===== src/rtl/serial_rx_pkg.sv =====
package serial_rx_pkg;
  typedef enum logic [2:0] {
    ST_IDLE,
    ST_START,
    ST_DATA,
    ST_PAR,
    ST_STOP
  } rx_state_e;
endpackage


===== src/rtl/rx_sync.sv =====
module rx_sync #(
  parameter int unsigned STAGES  = 2,
  parameter logic        RST_VAL = 1'b1
) (
  input  logic clk_i,
  input  logic rst_ni,
  input  logic d_i,
  output logic q_o
);
  logic [STAGES-1:0] chain_q;

  for (genvar g = 0; g < STAGES; g++) begin : g_stage
    always_ff @(posedge clk_i or negedge rst_ni) begin
      if (!rst_ni) chain_q[g] <= RST_VAL;
      else if (g == 0) chain_q[g] <= d_i;
      else chain_q[g] <= chain_q[(g == 0) ? 0 : g-1];
    end
  end

  assign q_o = chain_q[STAGES-1];
endmodule


===== src/rtl/rx_bit_timer.sv =====
module rx_bit_timer #(
  parameter int unsigned CNT_W = 6
) (
  input  logic             clk_i,
  input  logic             rst_ni,
  input  logic             load_i,
  input  logic [CNT_W-1:0] load_val_i,
  output logic             at_zero_o
);
  logic [CNT_W-1:0] cnt_q;

  always_ff @(posedge clk_i or negedge rst_ni) begin
    if (!rst_ni)              cnt_q <= '0;
    else if (load_i)          cnt_q <= load_val_i;
    else if (cnt_q != '0)     cnt_q <= cnt_q - 1'b1;
  end

  assign at_zero_o = (cnt_q == '0);
endmodule


===== src/rtl/rx_holding.sv =====
module rx_holding #(
  parameter int unsigned DATA_W = 8
) (
  input  logic              clk_i,
  input  logic              rst_ni,
  input  logic              done_i,
  input  logic              rd_i,
  input  logic [DATA_W-1:0] data_i,
  input  logic              par_err_i,
  input  logic              frm_err_i,
  output logic [DATA_W-1:0] data_o,
  output logic              rdy_o,
  output logic              par_err_o,
  output logic              frm_err_o,
  output logic              ovr_err_o
);
  always_ff @(posedge clk_i or negedge rst_ni) begin
    if (!rst_ni) begin
      data_o    <= '0;
      rdy_o     <= 1'b0;
      par_err_o <= 1'b0;
      frm_err_o <= 1'b0;
      ovr_err_o <= 1'b0;
    end else if (done_i) begin
      data_o    <= data_i;
      rdy_o     <= 1'b1;
      par_err_o <= par_err_i;
      frm_err_o <= frm_err_i;
      // a read in the completion cycle consumes the old character
      ovr_err_o <= rdy_o & ~rd_i;
    end else if (rd_i) begin
      rdy_o     <= 1'b0;
      ovr_err_o <= 1'b0;
    end
  end
endmodule


===== src/rtl/serial_rx_core.sv =====
module serial_rx_core
  import serial_rx_pkg::*;
#(
  parameter int unsigned DATA_W   = 8,
  parameter int unsigned MIN_BITS = 5,
  parameter int unsigned FAC_MID  = 16,
  parameter int unsigned FAC_HI   = 64
) (
  input  logic              clk_i,
  input  logic              rst_ni,
  input  logic              rx_en_i,
  input  logic [1:0]        baud_sel_i,
  input  logic [1:0]        char_len_i,
  input  logic              par_en_i,
  input  logic              par_odd_i,
  input  logic              rxd_i,
  input  logic              rd_i,
  output logic [DATA_W-1:0] rx_data_o,
  output logic              rx_rdy_o,
  output logic              par_err_o,
  output logic              frm_err_o,
  output logic              ovr_err_o
);
  localparam int unsigned CNT_W  = $clog2(FAC_HI);
  localparam int unsigned BCNT_W = $clog2(DATA_W);

  rx_state_e         state_q, state_d;
  logic              rxd_s, rxd_prev_q, fall;
  logic              tmr_load, tmr_zero;
  logic [CNT_W-1:0]  tmr_val, full_m1, half_m1;
  logic [BCNT_W-1:0] bit_cnt_q, last_idx, shamt;
  logic [DATA_W-1:0] sh_q, aligned;
  logic              par_q, do_shift, do_par, char_done, rx_busy;
  logic              par_bad, exp_par;

  rx_sync #(.STAGES(2), .RST_VAL(1'b1)) u_sync (
    .clk_i (clk_i),
    .rst_ni(rst_ni),
    .d_i   (rxd_i),
    .q_o   (rxd_s)
  );

  rx_bit_timer #(.CNT_W(CNT_W)) u_timer (
    .clk_i     (clk_i),
    .rst_ni    (rst_ni),
    .load_i    (tmr_load),
    .load_val_i(tmr_val),
    .at_zero_o (tmr_zero)
  );

  always_ff @(posedge clk_i or negedge rst_ni) begin
    if (!rst_ni) rxd_prev_q <= 1'b1;
    else         rxd_prev_q <= rxd_s;
  end
  assign fall = rxd_prev_q & ~rxd_s;

  always_comb begin
    unique case (baud_sel_i)
      2'b00:   begin full_m1 = '0;                 half_m1 = '0;                   end
      2'b01:   begin full_m1 = CNT_W'(FAC_MID - 1); half_m1 = CNT_W'(FAC_MID/2 - 1); end
      default: begin full_m1 = CNT_W'(FAC_HI - 1);  half_m1 = CNT_W'(FAC_HI/2 - 1);  end
    endcase
  end

  assign last_idx = BCNT_W'(MIN_BITS - 1) + BCNT_W'(char_len_i);
  assign shamt    = BCNT_W'(DATA_W - 1) - last_idx;

  always_comb begin
    state_d   = state_q;
    tmr_load  = 1'b0;
    tmr_val   = full_m1;
    do_shift  = 1'b0;
    do_par    = 1'b0;
    char_done = 1'b0;
    if (!rx_en_i) begin
      state_d = ST_IDLE;
    end else begin
      unique case (state_q)
        ST_IDLE: if (fall) begin
          tmr_load = 1'b1;
          if (baud_sel_i == 2'b00) begin
            state_d = ST_DATA;
            tmr_val = '0;
          end else begin
            state_d = ST_START;
            tmr_val = half_m1;
          end
        end
        ST_START: if (tmr_zero) begin
          if (!rxd_s) begin
            state_d  = ST_DATA;
            tmr_load = 1'b1;
          end else begin
            state_d = ST_IDLE;
          end
        end
        ST_DATA: if (tmr_zero) begin
          do_shift = 1'b1;
          tmr_load = 1'b1;
          if (bit_cnt_q == last_idx) state_d = par_en_i ? ST_PAR : ST_STOP;
        end
        ST_PAR: if (tmr_zero) begin
          do_par   = 1'b1;
          tmr_load = 1'b1;
          state_d  = ST_STOP;
        end
        ST_STOP: if (tmr_zero) begin
          char_done = 1'b1;
          state_d   = ST_IDLE;
        end
        default: state_d = ST_IDLE;
      endcase
    end
  end

  always_ff @(posedge clk_i or negedge rst_ni) begin
    if (!rst_ni) begin
      state_q   <= ST_IDLE;
      bit_cnt_q <= '0;
      sh_q      <= '0;
      par_q     <= 1'b0;
    end else begin
      state_q <= state_d;
      if (state_q == ST_IDLE) bit_cnt_q <= '0;
      else if (do_shift)      bit_cnt_q <= bit_cnt_q + 1'b1;
      if (do_shift) sh_q  <= {rxd_s, sh_q[DATA_W-1:1]};
      if (do_par)   par_q <= rxd_s;
    end
  end

  // right-justify the shifted character; vacated upper bits become zero
  assign aligned = sh_q >> shamt;
  assign exp_par = (^aligned) ^ par_odd_i;
  assign par_bad = par_en_i & (par_q != exp_par);
  assign rx_busy = (state_q != ST_IDLE);

  rx_holding #(.DATA_W(DATA_W)) u_hold (
    .clk_i    (clk_i),
    .rst_ni   (rst_ni),
    .done_i   (char_done),
    .rd_i     (rd_i),
    .data_i   (aligned),
    .par_err_i(par_bad),
    .frm_err_i(~rxd_s),
    .data_o   (rx_data_o),
    .rdy_o    (rx_rdy_o),
    .par_err_o(par_err_o),
    .frm_err_o(frm_err_o),
    .ovr_err_o(ovr_err_o)
  );
endmodule


===== config.mk =====
export PLATFORM = sky130hd
export DESIGN_NAME = serial_rx_core
export DESIGN_NICKNAME = d
export VERILOG_FILES = /design/src/rtl/serial_rx_pkg.sv /design/src/rtl/rx_sync.sv /design/src/rtl/rx_bit_timer.sv /design/src/rtl/rx_holding.sv /design/src/rtl/serial_rx_core.sv
export SDC_FILE = /design/constraint.sdc
export NUM_CORES = 1
export LEC_CHECK = 0
export BUFFER_PORTS_ARGS = -buffer_cell sky130_fd_sc_hd__buf_2
export CAP_MARGIN = 20
export CORE_MARGIN = 4
export CORE_UTILIZATION = 52
export CTS_BUF_LIST = sky130_fd_sc_hd__clkbuf_16
export DETAILED_ROUTE_END_ITERATION = 12
export PLACE_DENSITY = 0.75
export SLEW_MARGIN = 10
export SYNTH_ARGS = -nofsm -noshare
export SYNTH_HDL_FRONTEND = slang
export SYNTH_HIERARCHICAL = 1
export SYNTH_SLANG_ARGS = --single-unit
export TNS_END_PERCENT = 20

===== constraint.sdc =====
create_clock -name clk_i -period 2.3 [get_ports clk_i]
set_clock_uncertainty 0.05 [all_clocks]
set_input_delay 0 -clock clk_i [delete_from_list [all_inputs] [get_ports clk_i]]
set_output_delay 0 -clock clk_i [all_outputs]
set_load 0.02 [all_outputs]

==> results.toml, run 1 <==
[worst_setup_path]
cp_data_arrival_time_ns = 2.24
r2r_cells = 6
max_stage_delay_ns = 0.42
critical_path_required_ns = 2.40
crit_chain = "nor4_2, and2_4, nand2_1, nor3_1, buf_4, mux2_2"
r2r-start = "u_timer/cnt_q[4]"
crit_type = "reg -> reg"
cp-start-kind = "flop"
cp_slowest_cell = "dfrtp_1"
end_kind = "flop"
r2r_slack_ns = 0.16
r2r_end = "sh_q[1]"
crit_fanout = 11

[sta]
rsz0062_at_grt = "false"
maxSlewHeadroom_pct = 47.2
max_freq_mhz = 467
setup_violations = 0
holdWs_ns = 0.0126
finalMaxSlewViolations = 0
finalCriticalPeriod_ns = 2.14
fin_crit_sh_pct = 93.1
worst_pin_slew_ns = 0.793
finalHoldViolations = 0

[power]
p_per_area_nw_per_um2 = 832
power.leakage_nw = 1.18
vdd_drop_max_v = 0.000465

[cells_and_area]
finalNetCount = 219
drive_above_1_share_pct = 32.0
final_util_pct = 64.4
layout_common_cells = "dfrtp_1 (33), buf_2 (22), nor2_1 (12), nand2_1 (11)"
num_antenna_cells = 0
fin_area_sq_um = 2410
mostFrequentLayoutCell = "dfrtp_1"
fill_cells = 300
syn2layout_area_growth_pct = 17.1

[clocking]
cts_made_buffers = 5
cts_max_level = 2
clock_latency_ns = 0.27
cts_resized = 0
cts-root-buf = "clkbuf_16"
cts_buffer_depth = 2
tritoncts = "done"
clk_pin_slew_ns = 0.05
cts_sinks = 36

[die]
initial_utilization_pct = 55.0
dieArea_sq_um = 5030
coreArea_sq_um = 3740
num_rows = 22
io_pins = 23
die_h_microns = 70.9
die_w_microns = 70.9

[placement]
dpl_cell_area_sq_um = 2210
gp_routability_congestion = 0.851
portBuffers = 22
dpl.hpwl_mm = 2.76

[global_routing]
antenna_found_initial = 0
grt_pass1_vias = 1431
grt.total_usage_pct = 16.4
grt_max_degree = 37
overflow = 0
grt_pass1_wl_mm = 6.65

[synthesis]
synth_cells = 175
synth.distinct_cells = 48
synth.avg_cell_area_sq_um = 11.8
syn_nets = 189
yosysSeqAreaShare_pct = 43.9
yosysWarnings = 6
synth-seq-cells = 36
syn-cell-area_sq_um = 2060

[detailed_routing]
routed_wl_mm = 3.88
drtAntennaViolNets = 0
route.vias.total = 1428
drt-pass1-iter-count = 4
via_per_inst = 5.62
drt_iter0_drc = 65
drc = 0
avgRoutedWirePerCell_microns = 15.3

[flow_run]
maxCapViolCount = 0

[min_path]
hold_end = "state_q[2]"
hold_path_depth = 4
worstHoldStart = "par_en_i"
min_path_type = "in -> reg"

[run_status]
status = "finished clean"
timing repair:
item,in CTS,in global routing
hold endpoints to repair,40,0
setup buffers,0,0
hold buffers,6,0
endpoints found under the setup margin,0,0
worst max-delay path, delay by kind of cell (launching register included):
family | cells | cell delay [ns]
multiplexers | 1 | 0.35
buffers and inverters | 1 | 0.23
AND/OR/NAND/NOR | 4 | 0.97
flip-flops | 1 | 0.42
sequential cells by signal, indices dropped and copies added, names as in the netlist:
register	flops
u_sync/q_o	1
u_timer/cnt_q	6
u_hold/data_o	8
state_q	3
sh_q	8
par_q	1
u_hold/par_err_o	1
rxd_prev_q	1
u_sync/chain_q	1
u_hold/ovr_err_o	1
u_hold/rdy_o	1
u_hold/frm_err_o	1
bit_cnt_q	3
cells by family after synthesis:
| group | after synthesis | share of synthesized area, % |
|---|---|---|
| simple gates | 48 | 12.9 |
| flops | 36 | 43.9 |
| mux | 30 | 19.9 |
| compound gates | 27 | 9.54 |
| buf+inv | 18 | 4.62 |
| xor+xnor | 13 | 7.23 |
| fa+ha+maj | 3 | 1.82 |
cells in the mapped netlist, drive strengths merged:
library cell	number	area share [%]
mux2	18	11
a21o	2	0.79
o31ai	5	1.8
or3b	1	0.43
nand3b	2	0.73
nor3b	2	0.73
dfstp	3	3.8
inv	8	1.5
xnor2	6	2.9
nor4	1	0.61
dfrtp	33	40
a21boi	2	0.73
mux2i	8	3.9
xnor3	2	2.2
and4	1	0.43
buf	5	2.2
mux4	4	4.7
nand2b	4	1.2
ha	3	1.8
a2111oi	1	0.43
nor2	12	2.2
clkbuf	5	0.91
nor2b	2	0.61
o2bb2ai	1	0.43
or2	1	0.30
a211oi	2	0.73
o41ai	1	0.79
a21oi	4	0.97
a221oi	2	1.2
and3	1	0.36
nor3	5	1.5
xor2	5	2.1
and2	2	0.73
nand4	1	0.30
nand2	11	2.0
and3b	1	0.49
o21ai	7	1.7
or4	1	0.36
area by class of cell:
class / count / area (sq um) / share of cell area [%]
Multi-Input combinational cell: 121 / 1060 / 44.0
Sequential cell: 36 / 905 / 37.5
Timing Repair Buffer: 33 / 220 / 9.13
Clock buffer: 5 / 125 / 5.19
Tap cell: 48 / 60.1 / 2.49
Inverter: 8 / 30.0 / 1.25
Clock inverter: 3 / 11.3 / 0.467
where the power goes:
group / internal [mW] / total [mW] / switching, mW / leakage [nW]
clock network: 0.389 / 0.617 / 0.228 / 0.0738
logic: 0.272 / 0.548 / 0.277 / 0.623
registers: 0.718 / 0.840 / 0.122 / 0.480
worst max-delay path by stage:
stage,start,to,slack (ns),cells past startpoint
CTS,u_timer/cnt_q[4],sh_q[1],0.16,6
global route,u_timer/cnt_q[4],u_timer/cnt_q[0],0.001,9
floorplan,u_timer/cnt_q[4],sh_q[0],-0.03,8
finish,u_timer/cnt_q[4],sh_q[1],0.16,6
detailed placement,u_timer/cnt_q[4],sh_q[0],0.21,6
global placement,u_timer/cnt_q[4],u_timer/cnt_q[1],0.24,10
per-stage QoR:
stage	std cells	total power [mW]	worst slack, ns	setup TNS (ns)
floorplan	175	1.25	-0.0273	-0.219
global placement	240	1.35	0.243	0
detailed placement	240	1.38	0.212	0
CTS	254	2.02	0.163	0
global route	254	2.13	0.00140	0
finish	254	2.01	0.158	0
layer usage:
layer	track usage [%]	vias up	routed length [microns]
met5	0	-	0
met4	5.64	0	10
met3	3.84	2	146
met2	26.5	24	1930
met1	21.8	723	1790
li1	-	679	-
Note: power is estimated with default switching activity, not from simulation.
==> run 2, diff against run 1 <==
Settings changed: CELL_PAD_IN_SITES_DETAIL_PLACEMENT set to 0, CELL_PAD_IN_SITES_GLOBAL_PLACEMENT set to 2, CORE_UTILIZATION 52 to 35, HOLD_SLACK_MARGIN set to 0.05, PLACE_DENSITY 0.75 to unset, PLACE_DENSITY_LB_ADDON set to 0.1.
==> run 2 against run 1 <==
Against the previous run: register-to-register slack better by 0.04 ns; via count fell by 2.6%; first-iteration DRC count fell by 37%; utilization fell by 20 points; wire length up 1.5%; die area rose by 43%; fmax up 2.1%; hold slack gained 0.26 ns; power is 7.8% higher; highest routed layer unchanged.
==> results.toml, run 2 (synthesis results as in run 1) <==
[global_routing]
antenna_found_initial = 0
overflow = 0
grt_use_met1_pct = 15.9
grt.total_usage_pct = 11.4
grt_max_degree = 37
grt_pass1_wl_mm = 6.71
top_usage_layer = "met2"
grt_pass1_vias = 1402
use_met2_pct = 17.9
use_met3_pct = 3.14

[sta]
maxSlewHeadroom_pct = 46.3
max_freq_mhz = 477
finalMaxSlewViolations = 0
fin_crit_sh_pct = 91.2
fin_ws_ns = 0.202
worst_pin_slew_ns = 0.806
rsz0062_at_grt = "false"
setup_violations = 0
finalCriticalPeriod_ns = 2.10
finalHoldViolations = 0

[die]
initial_utilization_pct = 36.7
die_w_microns = 84.7
num_rows = 27
die_h_microns = 84.7
coreArea_sq_um = 5610
dieArea_sq_um = 7180
io_pins = 23

[clocking]
cts_made_buffers = 5
cts_max_level = 2
clock_latency_ns = 0.27
tritoncts = "done"
clk_pin_slew_ns = 0.06
cts_sinks = 36
cts-root-buf = "clkbuf_16"
cts_buffer_depth = 2

[placement]
gp_routability_congestion = 0.757
portBuffers = 22
dpl.hpwl_mm = 2.83
pre_cts_ws_ns = 0.196
dp_cells = 264

[cells_and_area]
finalNetCount = 220
largestRegisters = "sh_q x8, u_hold/data_o x8, u_timer/cnt_q x6"
final_util_pct = 44.4
mostFrequentLayoutCell = "dfrtp_1"
layout_common_cells = "dfrtp_1 (33), buf_2 (22), nor2_1 (12), nand2_1 (11), mux2_2 (10)"
syn2layout_area_growth_pct = 21.0
drive_above_1_share_pct = 33.3
num_antenna_cells = 0
fin_cells = 279

[worst_setup_path]
r2r_cells = 6
crit_fanout = 6
end_kind = "flop"
cp_data_arrival_time_ns = 2.20
critical_path_required_ns = 2.40
cp-start-kind = "flop"
crit_type = "reg -> reg"

[min_path]
min_path_type = "in -> reg"
hold_path_depth = 3

[detailed_routing]
route.vias.total = 1391
drtAntennaViolNets = 0
drt-pass1-iter-count = 4
routed_wl_mm = 3.93
drc = 0
via_per_inst = 4.99
avgRoutedWirePerCell_microns = 14.1
drt_iter0_drc = 41

[run_status]
status = "finished clean"

[power]
vdd_drop_max_v = 0.000399
power.leakage_nw = 1.19
p_per_area_nw_per_um2 = 868

[flow_run]
maxCapViolCount = 0
run 2: area by class of cell:
class	instances	area, sq um
multi-input cells	121	1070
clock buffers	5	125
well taps	72	90.1
inverters	8	30.0
clock inverters	3	42.5
repair buffers	34	230
fillers	548	3120
flip-flops and latches	36	905
run 2: worst max-delay path: stages, from the launching register on:
cell	delay, ns
dfrtp_1	0.43
mux4_1	0.57
xor2_1	0.22
xnor3_1	0.26
xnor2_1	0.16
nor2_1	0.06
mux2_4	0.25
run 2: through the flow:
step / setup TNS (ns) / instance area [sq um] / hold WS [ns] / total power, mW
after detailed placement: 0 / 2240 / 0.0584 / 1.39
after global routing: 0 / 2490 / 0.288 / 2.31
after global placement: 0 / 2240 / 0.0568 / 1.38
after CTS: 0 / 2480 / 0.274 / 2.17
after floorplan: -0.219 / 2060 / -0.346 / 1.25
final: 0 / 2490 / 0.270 / 2.16
run 2: where the power goes:
part | switching (mW) | leakage [nW] | internal, mW
clock network | 0.251 | 0.0798 | 0.509
logic | 0.272 | 0.628 | 0.280
registers | 0.135 | 0.480 | 0.717
total | 0.657 | 1.19 | 1.51
run 2: layer usage:
layer,share of wire (%),wire [microns]
met1,50,1970
met2,45,1790
met3,4.0,156
met4,0.61,24
met5,0,0
run 2: worst paths after layout:
check | startpoint | endpoint | slack [ns]
worst max-delay path | sh_q[4] | u_hold/par_err_o | 0.20
worst min-delay path | char_len_i[1] | u_hold/data_o[6] | 0.27
worst max register to register | sh_q[4] | u_hold/par_err_o | 0.20
worst min register to register | u_sync/chain_q[0] | u_sync/q_o | 0.31
max in group asynchronous | rst_ni | bit_cnt_q[2] | 1.39
min in group asynchronous | rst_ni | u_hold/rdy_o | 0.31
run 2: repair_timing:
item,in CTS,in global routing
endpoints found under the setup margin,0,1
resized for setup,0,1
hold endpoints to repair,41,0
setup buffers,0,0
hold buffers,7,0
==> run 3, diff against run 2 <==
Settings changed: CORE_ASPECT_RATIO set to 0.8.
==> run 3 against run 2 <==
Against the previous run: first-iteration DRC count grew 76%; critical path depth is the same; combinational power shrank 0.7%; clock-buffer cell count is the same; global-route usage grew 1.4 points; design area shrank 1.3%; die area is essentially flat; hold slack lost 0.055 ns; via count grew 2.2%; critical path type unchanged.
==> results.toml, run 3 (synthesis results as in run 1) <==
[clocking]
tritoncts = "done"
cts_buffer_depth = 2
cts_max_level = 2
clock_latency_ns = 0.27
post-cts-setup-buffer-count = 0
cts_made_buffers = 5
cts-root-buf = "clkbuf_16"
clk_pin_slew_ns = 0.05
cts_sinks = 36
cts_resized = 0

[power]
vdd_drop_max_v = 0.000309
p_per_area_nw_per_um2 = 817
power.leakage_nw = 1.18
power.total_mw = 2.01

[cells_and_area]
layout_common_cells = "dfrtp_1 (33), buf_2 (22), nor2_1 (12), nand2_1 (11), mux2_2 (10)"
fin_cells = 285
num_antenna_cells = 0
fill_cells = 562
syn2layout_area_growth_pct = 19.4
largestRegisters = "sh_q x8, u_hold/data_o x8, u_timer/cnt_q x6"
finalNetCount = 220
drive_above_1_share_pct = 31.9
fin_area_sq_um = 2460
mostFrequentLayoutCell = "dfrtp_1"

[global_routing]
grt_max_degree = 37
antenna_found_initial = 0
grt.total_usage_pct = 12.7
grt_pass1_wl_mm = 7.16
grt_pass1_vias = 1405
overflow = 0

[placement]
pre_cts_ws_ns = 0.154
dpl_cell_area_sq_um = 2250
portBuffers = 22
dp_cells = 270
dpl.hpwl_mm = 3.08
gp_routability_congestion = 0.749

[worst_setup_path]
cp_slowest_cell = "mux4_1"
cp_data_arrival_time_ns = 2.24
crit_chain = "mux4_1, xor2_1, xnor3_1, xnor2_1, nor2_1, mux2_4"
crit_type = "reg -> reg"
critical_path_required_ns = 2.41
max_stage_delay_ns = 0.60
crit_fanout = 6
crit_start = "sh_q[4]"
end_kind = "flop"
cp-start-kind = "flop"
r2r-start = "sh_q[4]"

[die]
die_w_microns = 93.8
io_pins = 23
coreArea_sq_um = 5590
dieArea_sq_um = 7180
num_rows = 24
initial_utilization_pct = 36.9
die_h_microns = 76.6

[detailed_routing]
drtAntennaViolNets = 0
drc = 0
drt-pass1-iter-count = 4
avgRoutedWirePerCell_microns = 14.2
via_per_inst = 4.99
route.vias.total = 1421
drt_iter0_drc = 72
routed_wl_mm = 4.05

[sta]
rsz0062_at_grt = "false"
fin_ws_ns = 0.167
max_freq_mhz = 469
finalHoldViolations = 0
holdWs_ns = 0.216
setup_violations = 0
maxSlewHeadroom_pct = 46.0
finalMaxSlewViolations = 0
worst_pin_slew_ns = 0.810
fin_crit_sh_pct = 92.8
finalCriticalPeriod_ns = 2.13

[min_path]
min_path_type = "in -> reg"
worstHoldStart = "char_len_i[1]"

[run_status]
status = "finished clean"

[flow_run]
maxCapViolCount = 0
run 3: cell types whose count changed in the layout (fill, tap and decap cells not counted):
cell / delta
nor4_2: +1
nor4_4: -1
inv_1: +1
clkinv_1: +2
bufinv_16: -1
clkinvlp_4: -1
clkinv_2: -1
run 3: path summary, 6_finish.rpt:
path / to / slack [ns] / cells past startpoint
max reg2reg: u_hold/par_err_o / 0.17 / 6
min: u_hold/data_o[6] / 0.22 / 3
min in group asynchronous: u_hold/ovr_err_o / 0.30 / 2
max: u_hold/par_err_o / 0.17 / 6
max in group asynchronous: u_timer/cnt_q[5] / 1.37 / 2
min reg2reg: u_sync/q_o / 0.31 / 0
run 3: layout make-up:
type                    count  area [sq um]  area share (%)
clock buffers               5           125            5.09
flip-flops and latches     36           905            36.8
inverters                   8          30.0            1.22
clock inverters             3          11.3           0.458
repair buffers             34           230            9.36
well taps                  78          97.6            3.97
multi-input cells         121          1060            43.1
run 3: what timing repair did:
action	4_1_cts	5_1_grt
hold buffers	7	0
endpoints found under the hold margin	42	0
setup endpoints to repair	0	0
run 3: power breakdown:
group	leakage [nW]	switching [mW]	internal, mW	total (mW)
Sequential	0.480	0.126	0.718	0.844
Combinational	0.627	0.275	0.272	0.547
Clock	0.0701	0.230	0.389	0.619
run 3: per-layer routing:
metal	up-vias	share of wire [%]	GRT usage, %	wire [microns]
met5	-	0	0	0
met4	0	0.72	4.33	29
met3	2	5.0	3.85	201
met2	27	41	16.4	1660
met1	708	53	19.7	2160
li1	684	-	-	-
run 3: critical path: cells and delay by family, from the launching register on:
family                    cells  cell delay [ns]
DFF                           1             0.44
and+or+nand+nor               1             0.06
xor gates and xnor gates      3             0.62
muxes                         2             0.85
run 3: through the flow:
stage | utilization (%) | TNS [ns]
floorplan | - | -0.219
global placement | 40.3 | 0
detailed placement | 40.3 | 0
CTS | 44.0 | 0
global route | 44.0 | 0
finish | 44.0 | 0
